--- config.mk ---
export PLATFORM = sky130hd
export DESIGN_NAME = dxl_xlate
export DESIGN_NICKNAME = d
export VERILOG_FILES = /design/src/rtl/dxl_pkg.sv /design/src/rtl/dxl_rst_sync.sv /design/src/rtl/dxl_cfg_regs.sv /design/src/rtl/dxl_tlb.sv /design/src/rtl/dxl_walker.sv /design/src/rtl/dxl_xlate.sv
export SDC_FILE = /design/constraint.sdc
export NUM_CORES = 1
export LEC_CHECK = 0
export BUFFER_PORTS_ARGS = -buffer_cell sky130_fd_sc_hd__buf_4
export CAP_MARGIN = 20
export CORE_ASPECT_RATIO = 1.25
export CORE_UTILIZATION = 58
export CTS_CLUSTER_DIAMETER = 200
export DETAILED_ROUTE_END_ITERATION = 10
export PLACE_DENSITY_LB_ADDON = 0.25
export SKIP_CTS_REPAIR_TIMING = 1
export SLEW_MARGIN = 20
export SYNTH_ARGS = -nofsm -noshare
export SYNTH_HDL_FRONTEND = slang
export SYNTH_SLANG_ARGS = --single-unit
--- constraint.sdc ---
create_clock -name clk -period 6.6 [get_ports clk]
set_input_delay 0.33 -clock clk [delete_from_list [all_inputs] [get_ports clk]]
set_output_delay 0.33 -clock clk [all_outputs]
set_load 0.02 [all_outputs]
--- src/rtl/dxl_pkg.sv ---
package dxl_pkg;
  typedef enum logic {
    ST_IDLE = 1'b0,
    ST_WAIT = 1'b1
  } walk_st_t;

  localparam logic [1:0] SEL_BASE  = 2'd0;
  localparam logic [1:0] SEL_LIMIT = 2'd1;
  localparam logic [1:0] SEL_INVAL = 2'd2;
  localparam logic [1:0] SEL_FAULT = 2'd3;
endpackage

--- src/rtl/dxl_rst_sync.sv ---
module dxl_rst_sync (
  input  logic clk,
  input  logic rst_n,
  output logic rst_n_sync
);
  logic [1:0] sync_q;

  always_ff @(posedge clk or negedge rst_n) begin
    if (!rst_n) sync_q <= 2'b00;
    else        sync_q <= {sync_q[0], 1'b1};
  end

  assign rst_n_sync = sync_q[1];
endmodule

--- src/rtl/dxl_cfg_regs.sv ---
module dxl_cfg_regs
  import dxl_pkg::*;
#(
  parameter int PA_W = 29,
  parameter int LA_W = 24,
  parameter int RW   = 32
) (
  input  logic            clk,
  input  logic            rst_n,
  input  logic            cfg_we,
  input  logic [1:0]      cfg_sel,
  input  logic [RW-1:0]   cfg_wdata,
  output logic [RW-1:0]   cfg_rdata,
  input  logic            fault_we,
  input  logic [LA_W-1:0] fault_addr,
  output logic [PA_W-1:0] base_q,
  output logic [RW-1:0]   limit_q,
  output logic            inval_pulse
);
  logic [PA_W-1:0] base_d;
  logic [RW-1:0]   limit_d;
  logic [LA_W-1:0] fault_q, fault_d;
  logic            base_en, limit_en;
  logic            unused_wdata_hi;

  assign unused_wdata_hi = ^cfg_wdata[RW-1:PA_W];

  assign base_en     = cfg_we && (cfg_sel == SEL_BASE);
  assign limit_en    = cfg_we && (cfg_sel == SEL_LIMIT);
  assign inval_pulse = cfg_we && (cfg_sel == SEL_INVAL);

  always_comb begin
    base_d  = base_en  ? cfg_wdata[PA_W-1:0] : base_q;
    limit_d = limit_en ? cfg_wdata           : limit_q;
    fault_d = fault_we ? fault_addr          : fault_q;
  end

  always_ff @(posedge clk or negedge rst_n) begin
    if (!rst_n) begin
      base_q  <= '0;
      limit_q <= '0;
      fault_q <= '0;
    end else begin
      base_q  <= base_d;
      limit_q <= limit_d;
      fault_q <= fault_d;
    end
  end

  always_comb begin
    case (cfg_sel)
      SEL_BASE:  cfg_rdata = RW'(base_q);
      SEL_LIMIT: cfg_rdata = limit_q;
      SEL_FAULT: cfg_rdata = RW'(fault_q);
      default:   cfg_rdata = '0;
    endcase
  end
endmodule

--- src/rtl/dxl_tlb.sv ---
module dxl_tlb #(
  parameter int N     = 4,
  parameter int TAG_W = 12,
  parameter int FRM_W = 17
) (
  input  logic             clk,
  input  logic             rst_n,
  input  logic             flush,
  input  logic [TAG_W-1:0] lk_tag,
  output logic [N-1:0]     hit_vec,
  output logic [FRM_W-1:0] hit_frame,
  input  logic             fill_en,
  input  logic [TAG_W-1:0] fill_tag,
  input  logic [FRM_W-1:0] fill_frame
);
  localparam int IDX_W = (N > 1) ? $clog2(N) : 1;

  logic [N-1:0]     vld_q, vld_d;
  logic [TAG_W-1:0] tag_q [N];
  logic [TAG_W-1:0] tag_d [N];
  logic [FRM_W-1:0] frm_q [N];
  logic [FRM_W-1:0] frm_d [N];
  logic [IDX_W-1:0] rr_q, rr_d;

  always_comb begin
    vld_d = vld_q;
    rr_d  = rr_q;
    for (int i = 0; i < N; i++) begin
      tag_d[i] = tag_q[i];
      frm_d[i] = frm_q[i];
    end
    if (flush) begin
      vld_d = '0;
    end else if (fill_en) begin
      for (int i = 0; i < N; i++) begin
        if (IDX_W'(i) == rr_q) begin
          vld_d[i] = 1'b1;
          tag_d[i] = fill_tag;
          frm_d[i] = fill_frame;
        end
      end
      rr_d = (rr_q == IDX_W'(N - 1)) ? '0 : rr_q + 1'b1;
    end
  end

  always_ff @(posedge clk or negedge rst_n) begin
    if (!rst_n) begin
      vld_q <= '0;
      rr_q  <= '0;
    end else begin
      vld_q <= vld_d;
      rr_q  <= rr_d;
    end
  end

  always_ff @(posedge clk) begin
    for (int i = 0; i < N; i++) begin
      tag_q[i] <= tag_d[i];
      frm_q[i] <= frm_d[i];
    end
  end

  for (genvar g = 0; g < N; g++) begin : g_cmp
    assign hit_vec[g] = vld_q[g] && (tag_q[g] == lk_tag);
  end

  always_comb begin
    hit_frame = '0;
    for (int i = 0; i < N; i++) begin
      if (hit_vec[i]) hit_frame = hit_frame | frm_q[i];
    end
  end
endmodule

--- src/rtl/dxl_walker.sv ---
module dxl_walker
  import dxl_pkg::*;
#(
  parameter int LA_W = 24,
  parameter int PA_W = 29,
  parameter int PG_B = 12,
  parameter int RW   = 32,
  localparam int TAG_W = LA_W - PG_B,
  localparam int FRM_W = PA_W - PG_B
) (
  input  logic             clk,
  input  logic             rst_n,
  input  logic             req_valid,
  output logic             req_ready,
  input  logic [LA_W-1:0]  req_laddr,
  output logic             resp_valid,
  output logic             resp_err,
  output logic [PA_W-1:0]  resp_paddr,
  output logic             mem_req,
  output logic [PA_W-1:0]  mem_addr,
  input  logic             mem_rvalid,
  input  logic [FRM_W-1:0] mem_rdata,
  input  logic [PA_W-1:0]  base_q,
  input  logic [RW-1:0]    limit_q,
  input  logic             inval_pulse,
  output logic [TAG_W-1:0] lk_tag,
  input  logic             hit,
  input  logic [FRM_W-1:0] hit_frame,
  output logic             fill_en,
  output logic [TAG_W-1:0] fill_tag,
  output logic [FRM_W-1:0] fill_frame,
  output logic             fault_we,
  output logic [LA_W-1:0]  fault_addr
);
  localparam int OFF_W = TAG_W + 3;

  walk_st_t        st_q, st_d;
  logic            rv_q, rv_d, re_q, re_d, mr_q, mr_d;
  logic [PA_W-1:0] pa_q, pa_d, ma_q, ma_d;
  logic [LA_W-1:0] lat_q, lat_d;
  logic            stale_q, stale_d;

  logic [TAG_W-1:0] req_tag;
  logic [OFF_W-1:0] ent_off;
  logic             accept, oob;

  assign req_tag = req_laddr[LA_W-1:PG_B];
  assign ent_off = {req_tag, 3'b000};
  assign oob     = RW'(ent_off) >= limit_q;
  assign accept  = req_valid && (st_q == ST_IDLE);

  assign lk_tag     = req_tag;
  assign fill_tag   = lat_q[LA_W-1:PG_B];
  assign fill_frame = mem_rdata;
  assign fault_addr = req_laddr;
  assign fault_we   = accept && oob;
  assign fill_en    = (st_q == ST_WAIT) && mem_rvalid && !stale_q && !inval_pulse;

  always_comb begin
    st_d    = st_q;
    rv_d    = 1'b0;
    re_d    = 1'b0;
    mr_d    = 1'b0;
    pa_d    = pa_q;
    ma_d    = ma_q;
    lat_d   = lat_q;
    stale_d = stale_q | inval_pulse;
    case (st_q)
      ST_IDLE: begin
        if (accept) begin
          if (oob) begin
            rv_d = 1'b1;
            re_d = 1'b1;
            pa_d = '0;
          end else if (hit) begin
            rv_d = 1'b1;
            pa_d = {hit_frame, req_laddr[PG_B-1:0]};
          end else begin
            st_d    = ST_WAIT;
            mr_d    = 1'b1;
            ma_d    = base_q + PA_W'(ent_off);
            lat_d   = req_laddr;
            stale_d = 1'b0;
          end
        end
      end
      default: begin
        if (mem_rvalid) begin
          st_d = ST_IDLE;
          rv_d = 1'b1;
          pa_d = {mem_rdata, lat_q[PG_B-1:0]};
        end
      end
    endcase
  end

  always_ff @(posedge clk or negedge rst_n) begin
    if (!rst_n) begin
      st_q    <= ST_IDLE;
      rv_q    <= 1'b0;
      re_q    <= 1'b0;
      mr_q    <= 1'b0;
      pa_q    <= '0;
      ma_q    <= '0;
      lat_q   <= '0;
      stale_q <= 1'b0;
    end else begin
      st_q    <= st_d;
      rv_q    <= rv_d;
      re_q    <= re_d;
      mr_q    <= mr_d;
      pa_q    <= pa_d;
      ma_q    <= ma_d;
      lat_q   <= lat_d;
      stale_q <= stale_d;
    end
  end

  assign req_ready  = (st_q == ST_IDLE);
  assign resp_valid = rv_q;
  assign resp_err   = re_q;
  assign resp_paddr = pa_q;
  assign mem_req    = mr_q;
  assign mem_addr   = ma_q;
endmodule

--- src/rtl/dxl_xlate.sv ---
module dxl_xlate #(
  parameter int LA_W = 24,
  parameter int PA_W = 29,
  parameter int PG_B = 12,
  parameter int RW   = 32,
  parameter int N    = 4,
  localparam int TAG_W = LA_W - PG_B,
  localparam int FRM_W = PA_W - PG_B
) (
  input  logic             clk,
  input  logic             rst_n,
  input  logic             cfg_we,
  input  logic [1:0]       cfg_sel,
  input  logic [RW-1:0]    cfg_wdata,
  output logic [RW-1:0]    cfg_rdata,
  input  logic             req_valid,
  output logic             req_ready,
  input  logic [LA_W-1:0]  req_laddr,
  output logic             resp_valid,
  output logic             resp_err,
  output logic [PA_W-1:0]  resp_paddr,
  output logic             mem_req,
  output logic [PA_W-1:0]  mem_addr,
  input  logic             mem_rvalid,
  input  logic [FRM_W-1:0] mem_rdata
);
  logic             rst_n_sync;
  logic [PA_W-1:0]  base_q;
  logic [RW-1:0]    limit_q;
  logic             inval_pulse;
  logic             fault_we;
  logic [LA_W-1:0]  fault_addr;
  logic [TAG_W-1:0] lk_tag, fill_tag;
  logic [N-1:0]     hit_vec;
  logic [FRM_W-1:0] hit_frame, fill_frame;
  logic             hit, fill_en;

  dxl_rst_sync u_rst (
    .clk(clk), .rst_n(rst_n), .rst_n_sync(rst_n_sync)
  );

  dxl_cfg_regs #(.PA_W(PA_W), .LA_W(LA_W), .RW(RW)) u_cfg (
    .clk(clk), .rst_n(rst_n_sync),
    .cfg_we(cfg_we), .cfg_sel(cfg_sel), .cfg_wdata(cfg_wdata), .cfg_rdata(cfg_rdata),
    .fault_we(fault_we), .fault_addr(fault_addr),
    .base_q(base_q), .limit_q(limit_q), .inval_pulse(inval_pulse)
  );

  dxl_tlb #(.N(N), .TAG_W(TAG_W), .FRM_W(FRM_W)) u_tlb (
    .clk(clk), .rst_n(rst_n_sync), .flush(inval_pulse),
    .lk_tag(lk_tag), .hit_vec(hit_vec), .hit_frame(hit_frame),
    .fill_en(fill_en), .fill_tag(fill_tag), .fill_frame(fill_frame)
  );

  assign hit = |hit_vec;

  dxl_walker #(.LA_W(LA_W), .PA_W(PA_W), .PG_B(PG_B), .RW(RW)) u_walk (
    .clk(clk), .rst_n(rst_n_sync),
    .req_valid(req_valid), .req_ready(req_ready), .req_laddr(req_laddr),
    .resp_valid(resp_valid), .resp_err(resp_err), .resp_paddr(resp_paddr),
    .mem_req(mem_req), .mem_addr(mem_addr), .mem_rvalid(mem_rvalid), .mem_rdata(mem_rdata),
    .base_q(base_q), .limit_q(limit_q), .inval_pulse(inval_pulse),
    .lk_tag(lk_tag), .hit(hit), .hit_frame(hit_frame),
    .fill_en(fill_en), .fill_tag(fill_tag), .fill_frame(fill_frame),
    .fault_we(fault_we), .fault_addr(fault_addr)
  );
endmodule

; ---- Word-level counts from Yosys, hierarchy flattened
; Memory sizes are Yosys's and may differ from the RTL's.
; Cells that the tools add are included.
[word_totals]
mem_count = 2
register_bits = 180
ram_bits = 116
[classes]
n_bitwise = 8
order_cmp = 1
n_eq_ne = 12
muxes = 47
n_reduce_logical = 31
n_addsub = 2
[memory_table]
columns = name, words, width, rd, rd_ports_with_merged_regs, write_ports, line_no
row1 = u_tlb.frm_q, 4, 17, 4, 0, 4, dxl_tlb.sv:21  ; logic [FRM_W-1:0] frm_q [N];
row2 = u_tlb.tag_q, 4, 12, 4, 0, 4, dxl_tlb.sv:19  ; logic [TAG_W-1:0] tag_q [N];
[op_table]
columns = op, count
row1 = two-way mux 29 bit, 5
row2 = two-way mux 17 bit, 8
row3 = two-way mux 68 bit, 2
row4 = two-way mux 48 bit, 2
row5 = one-hot mux 32 bit (3 select lines), 1
row6 = OR 17 bit, 3
row7 = equality test 12 bit, 4
row8 = two-way mux 12 bit, 4
row9 = greater-or-equal comparator 15 x 32 -> 1 bit, 1
row10 = adder 29 x 15 -> 29 bit, 1
row11 = two-way mux 1 bit, 22
row12 = logical AND 1 bit, 12
row13 = nonzero test 2 bit, 6
row14 = AND reduction 2 bit, 5
row15 = two-way mux 4 bit, 2
row16 = "equality test 2 bit, second input constant", 3
row17 = "equality test 2 bit, first input constant", 2
row18 = zero test 2 bit, 2
row19 = inverter 1 bit, 4
row20 = AND reduction 4 bit, 1
row21 = OR reduction 4 bit, 1
row22 = AND reduction 3 bit, 1
row23 = nonzero test 3 bit, 1
row24 = "adder 2 x 1 -> 2 bit, second input constant", 1
row25 = 6 further kinds, 7

; ---- Depth between registers and ports, before layout
; An unclocked memory read counts as a cell.
[logic_depth]
depth_word = 14
depth_mapped = 10
mapped_depth_nobuf = 10

; ---- By module
; A second synthesis with hierarchy kept.
[unflattened]
hier_cells = 1153
area_unflattened_um2 = 15031.9
[modules_own_cells]
columns = mod, area_per_inst_um2, n_inst, cells_each, seq_area_each_um2
row1 = dxl_walker, 5645.4, 1, 523, 2177.1
row2 = dxl_tlb, 5521.5, 1, 370, 3633.5
row3 = dxl_cfg_regs, 3803.6, 1, 256, 2127.0
row4 = dxl_rst_sync, 53.8, 1, 3, 50.0
row5 = dxl_xlate, 7.5, 1, 1, 0.0

; ---- Least setup slack after synthesis
; OpenSTA, ideal clock, no wires.
[synth_timing]
kind = reg2reg
from = reg u_cfg.limit_q[3]
to = reg u_walk.pa_q[0], in the netlist u_walk.resp_paddr[0]
setup_time_ps = 125
setup_slack_ps = 4102
path_stages_with_launch = 11
t_arrival_ps = 2373
path_buffers = 1
required_ps = 6475
path_cell_list = dfrtp_1 -> inv_1 -> ha_1 -> or4b_1 -> a21oi_1 -> nor2_1 -> o22a_1 -> nor2_1 -> a211o_2 -> buf_6 -> mux2_4
[synth_via]
elab_chain_len = 4
[synth_rtl]
columns = item, line_no
row1 = "start, declared", dxl_cfg_regs.sv:17  ; output logic [RW-1:0] limit_q,
row2 = "start signal, assigned", dxl_cfg_regs.sv:45  ; limit_q <= limit_d;
row3 = greater-or-equal comparator 15 x 32 -> 1 bit (*), dxl_walker.sv:49  ; assign oob = RW'(ent_off) >= limit_q;
row4 = two-way mux 29 bit, dxl_walker.sv:71  ; if (oob) begin
row5 = two-way mux 29 bit, dxl_walker.sv:70  ; if (accept) begin
row6 = two-way mux 29 bit, dxl_walker.sv:68  ; case (st_q)
row7 = "end signal, assigned", dxl_walker.sv:112  ; pa_q <= pa_d;
row8 = "end, declared", dxl_walker.sv:39  ; logic [PA_W-1:0] pa_q, pa_d, ma_q, ma_d;
; Mark *: on every way between the ends. The rest lies on a longest branch, timed or not. The select of a mux whose other input is x is not followed.
; A chain may end at the register's enable or synchronous reset.

; ---- Worst setup path after layout
[layout_timing]
from = reg u_cfg.limit_q[3]
to = reg u_walk.pa_q[3], in the netlist u_walk.resp_paddr[3]
; Same word-level chain as after synthesis.

==> summary.md <==
| Metric | Value |
|---|---|
| Slowest stage delay, CP | `0.77 ns` |
| Post-synth EDFFs | `116` |
| Fraction of layout cells with a size suffix above 1 | `0.3266` |
| Num CTS Buffers | `30` |
| Synth Warn # | `0` |
| Synth Register Bits | `296` |
| First-pass GRT wire length | `47880 um` |
| Number of global-route vias before repair | `8865` |
| Initial Utilization | `0.5933` |
| Max capacitance violation total | `0` |
| Syn_nets | `1092` |
| N_diodes | `0` |
| # rows | `61` |
| Max Root-Sink Buffers | `3` |
| CP max-delay cell | `a211o_2` |
| Endpoints failing setup | `0` |
| Die height | `171.1 um` |
| Crit path DAT | `3.52 ns` |
| DPL Wire Length | `20590 um` |
| Layout Nets | `1270` |
| Post-Syn Area | `0.01327 mm^2` |
| CTS tree | `built` |
| Max_slew headroom | `0.3441` |
| CTS Sinks | `296` |
| DR WL/cell | `21.00 um` |
| Worst-Margin Slew | `0.9838 ns` |
| Cell Chain, Critical Path | `inv_1 > ha_1 > or4b_1 > a21oi_1 > nor2_1 > o22a_1 > nor2_2 > a211o_2 > mux2_4` |
| Synth area leaders | `dfrtp_1, edfxtp_1, mux2_2, xnor2_1, mux2_4` |
| Buffers added on ports | `173` |
| Clk_lat worst skew | `0.54 ns` |
| Pin count of the biggest net entering global routing | `68` |
| Final min period | `3.098 ns` |
| Gpl congestion | `0.8075` |
| Class of the worst hold path | `primary input to flip-flop` |
| Core Area | `0.02236 mm^2` |
| Worst setup SP type | `flip-flop` |
| Iteration-0 DRC Markers | `578` |
| Pleak | `0.006697 uW` |
| Initial antenna violation count | `0` |
| Worst Path Max Fanout | `30` |
| Die width | `137.3 um` |
| DRT Pass-1 Iters | `6` |
| Synth top cells by count | `dfrtp_1, edfxtp_1, mux2_2` |
| Max VDD drop | `0.2697 mV` |
| Syn-to-layout area delta | `19.89%` |
| Cell taking the most area after synthesis | `dfrtp_1` |
| RSZ-0062 raised after global routing | `no` |
| Via density | `5.825` |
| Max-slew violation count | `0` |
| Final hold vios | `0` |
| GRT Overall Usage | `0.2707` |
| Status | `completed` |
| Final Skew | `0.01296 ns` |
| Fin cells | `1468` |
| Total Routed Length | `30830 um` |
| Element type at the critical path end | `flip-flop` |
| Remaining DRCs | `0` |
| Boundary Pins | `174` |
| FMAX | `322.7 MHz` |
| Final setup TNS | `0 ns` |
| DIE AREA | `0.02349 mm^2` |
| Asr flop ratio synth | `0.6081` |
| Worst-path clk slew | `0.06 ns` |
| H-tree depth | `1` |
| Register area share after synthesis | `0.6020` |
| Grt total ovfl | `0` |
| DR vias | `8551` |
| Pwr/cell area | `344.0 mW/mm^2` |
| Mean post-synth cell area | `13.50 um^2` |
| CP Data Required Time | `7.02 ns` |
| Clock root cell | `clkbuf_16` |
| Synth cell types | `53` |
| Top-area cell type share of the netlist area | `0.3395` |
| Synth Instances | `983` |
| Top-count cell post-synth | `dfrtp_1` |
| Post-DRT Antenna Nets | `0` |
| Placed insts | `1399` |
| Most used DFF post-synth | `dfrtp_1` |
| R2r setup slk | `3.50 ns` |
| Fin crit share | `0.4695` |
| Crit Path Category | `flip-flop to flip-flop` |
## placed cells by master (no fill, tap or decap), types with 29 or more instances in the layout
| cell type | instances |
|---|---|
| buf_4 | 185 |
| clkbuf_16 | 32 |
| dfrtp_1 | 179 |
| edfxtp_1 | 116 |
| mux2_2 | 113 |
| mux2_4 | 29 |
| mux2i_1 | 30 |
| nand2_1 | 85 |
| nor2_1 | 41 |
| o21ai_0 | 61 |
| xnor2_1 | 70 |
## metrics by stage
stage	total power (uW)	util	worst slack (ns)	hold slack (ns)	instance area, um^2
after CTS	5493	0.7055	3.490	-0.4605	15780
after floorplan	3259	-	1.213	0.03441	13270
final	5472	0.7113	3.502	0.009676	15910
after global placement	3730	0.6605	3.448	0.1120	14770
after detailed placement	3780	0.6605	3.394	0.1132	14770
after global routing	5699	0.7113	3.322	0.0006992	15910
## sequential cells by signal, summed over array words and instances, names as in the netlist, 2 cells and up
signal             cells
u_walk.mem_addr       29
u_tlb.frm_q           68
u_tlb.rr_q             2
u_walk.resp_paddr     29
u_tlb.tag_q           48
u_walk.lat_q          24
u_rst.sync_q           2
u_cfg.base_q          29
u_tlb.vld_q            4
u_cfg.limit_q         32
u_cfg.fault_q         24
## final timing paths
| kind | depth (start not counted) | start | end |
|---|---|---|---|
| max | 9 | u_cfg.limit_q[3] | u_walk.resp_paddr[3] |
| min | 1 | mem_rdata[11] | u_tlb.frm_q[1][11] |
| max reg2reg | 9 | u_cfg.limit_q[3] | u_walk.resp_paddr[3] |
| min reg2reg | 0 | u_rst.sync_q[0] | u_rst.sync_q[1] |
| max in group asynchronous | 1 | u_rst.sync_q[1] | u_walk.resp_paddr[5] |
| min in group asynchronous | 2 | rst_n | u_rst.sync_q[1] |
## kinds of logic after synthesis
group / synth area share
buffers and inverters: 0.02641
DFF: 0.6020
muxes: 0.1598
adders and majority gates: 0.02791
and+or+nand+nor: 0.06771
other: 0.0002826
xor gates and xnor gates: 0.04687
AOI/OAI and AO/OA: 0.06894
## area by class of cell
cell class	count	area, um^2
Clock buffer	41	864.6
Clock inverter	15	141.4
Fill cell	1571	6456
Inverter	21	78.83
Multi-Input combinational cell	614	4957
Sequential cell	296	7991
Tap cell	283	354.1
Timing Repair Buffer	198	1519
## critical path: cells and delay by family (launching register included)
| family | cells | cell delay [ns] |
|---|---|---|
| fa+ha+maj | 1 | 0.27 |
| flops | 1 | 0.36 |
| simple gates | 3 | 0.68 |
| compound gates | 3 | 1.25 |
| mux | 1 | 0.36 |
| buf+inv | 1 | 0.05 |
## metal layers
layer / track usage / vias up / part of all wire
met5: 0 / - / 0
met4: 0.08982 / 0 / 0.029
met2: 0.4717 / 276 / 0.51
met3: 0.03733 / 62 / 0.055
li1: - / 3897 / -
met1: 0.3459 / 4316 / 0.41
## power breakdown
part	internal, uW	total, uW	switching, uW
Clock	1030	1720	691
Sequential	2250	2480	229
Combinational	609	1270	663
Power figures use the tool's default switching activity.
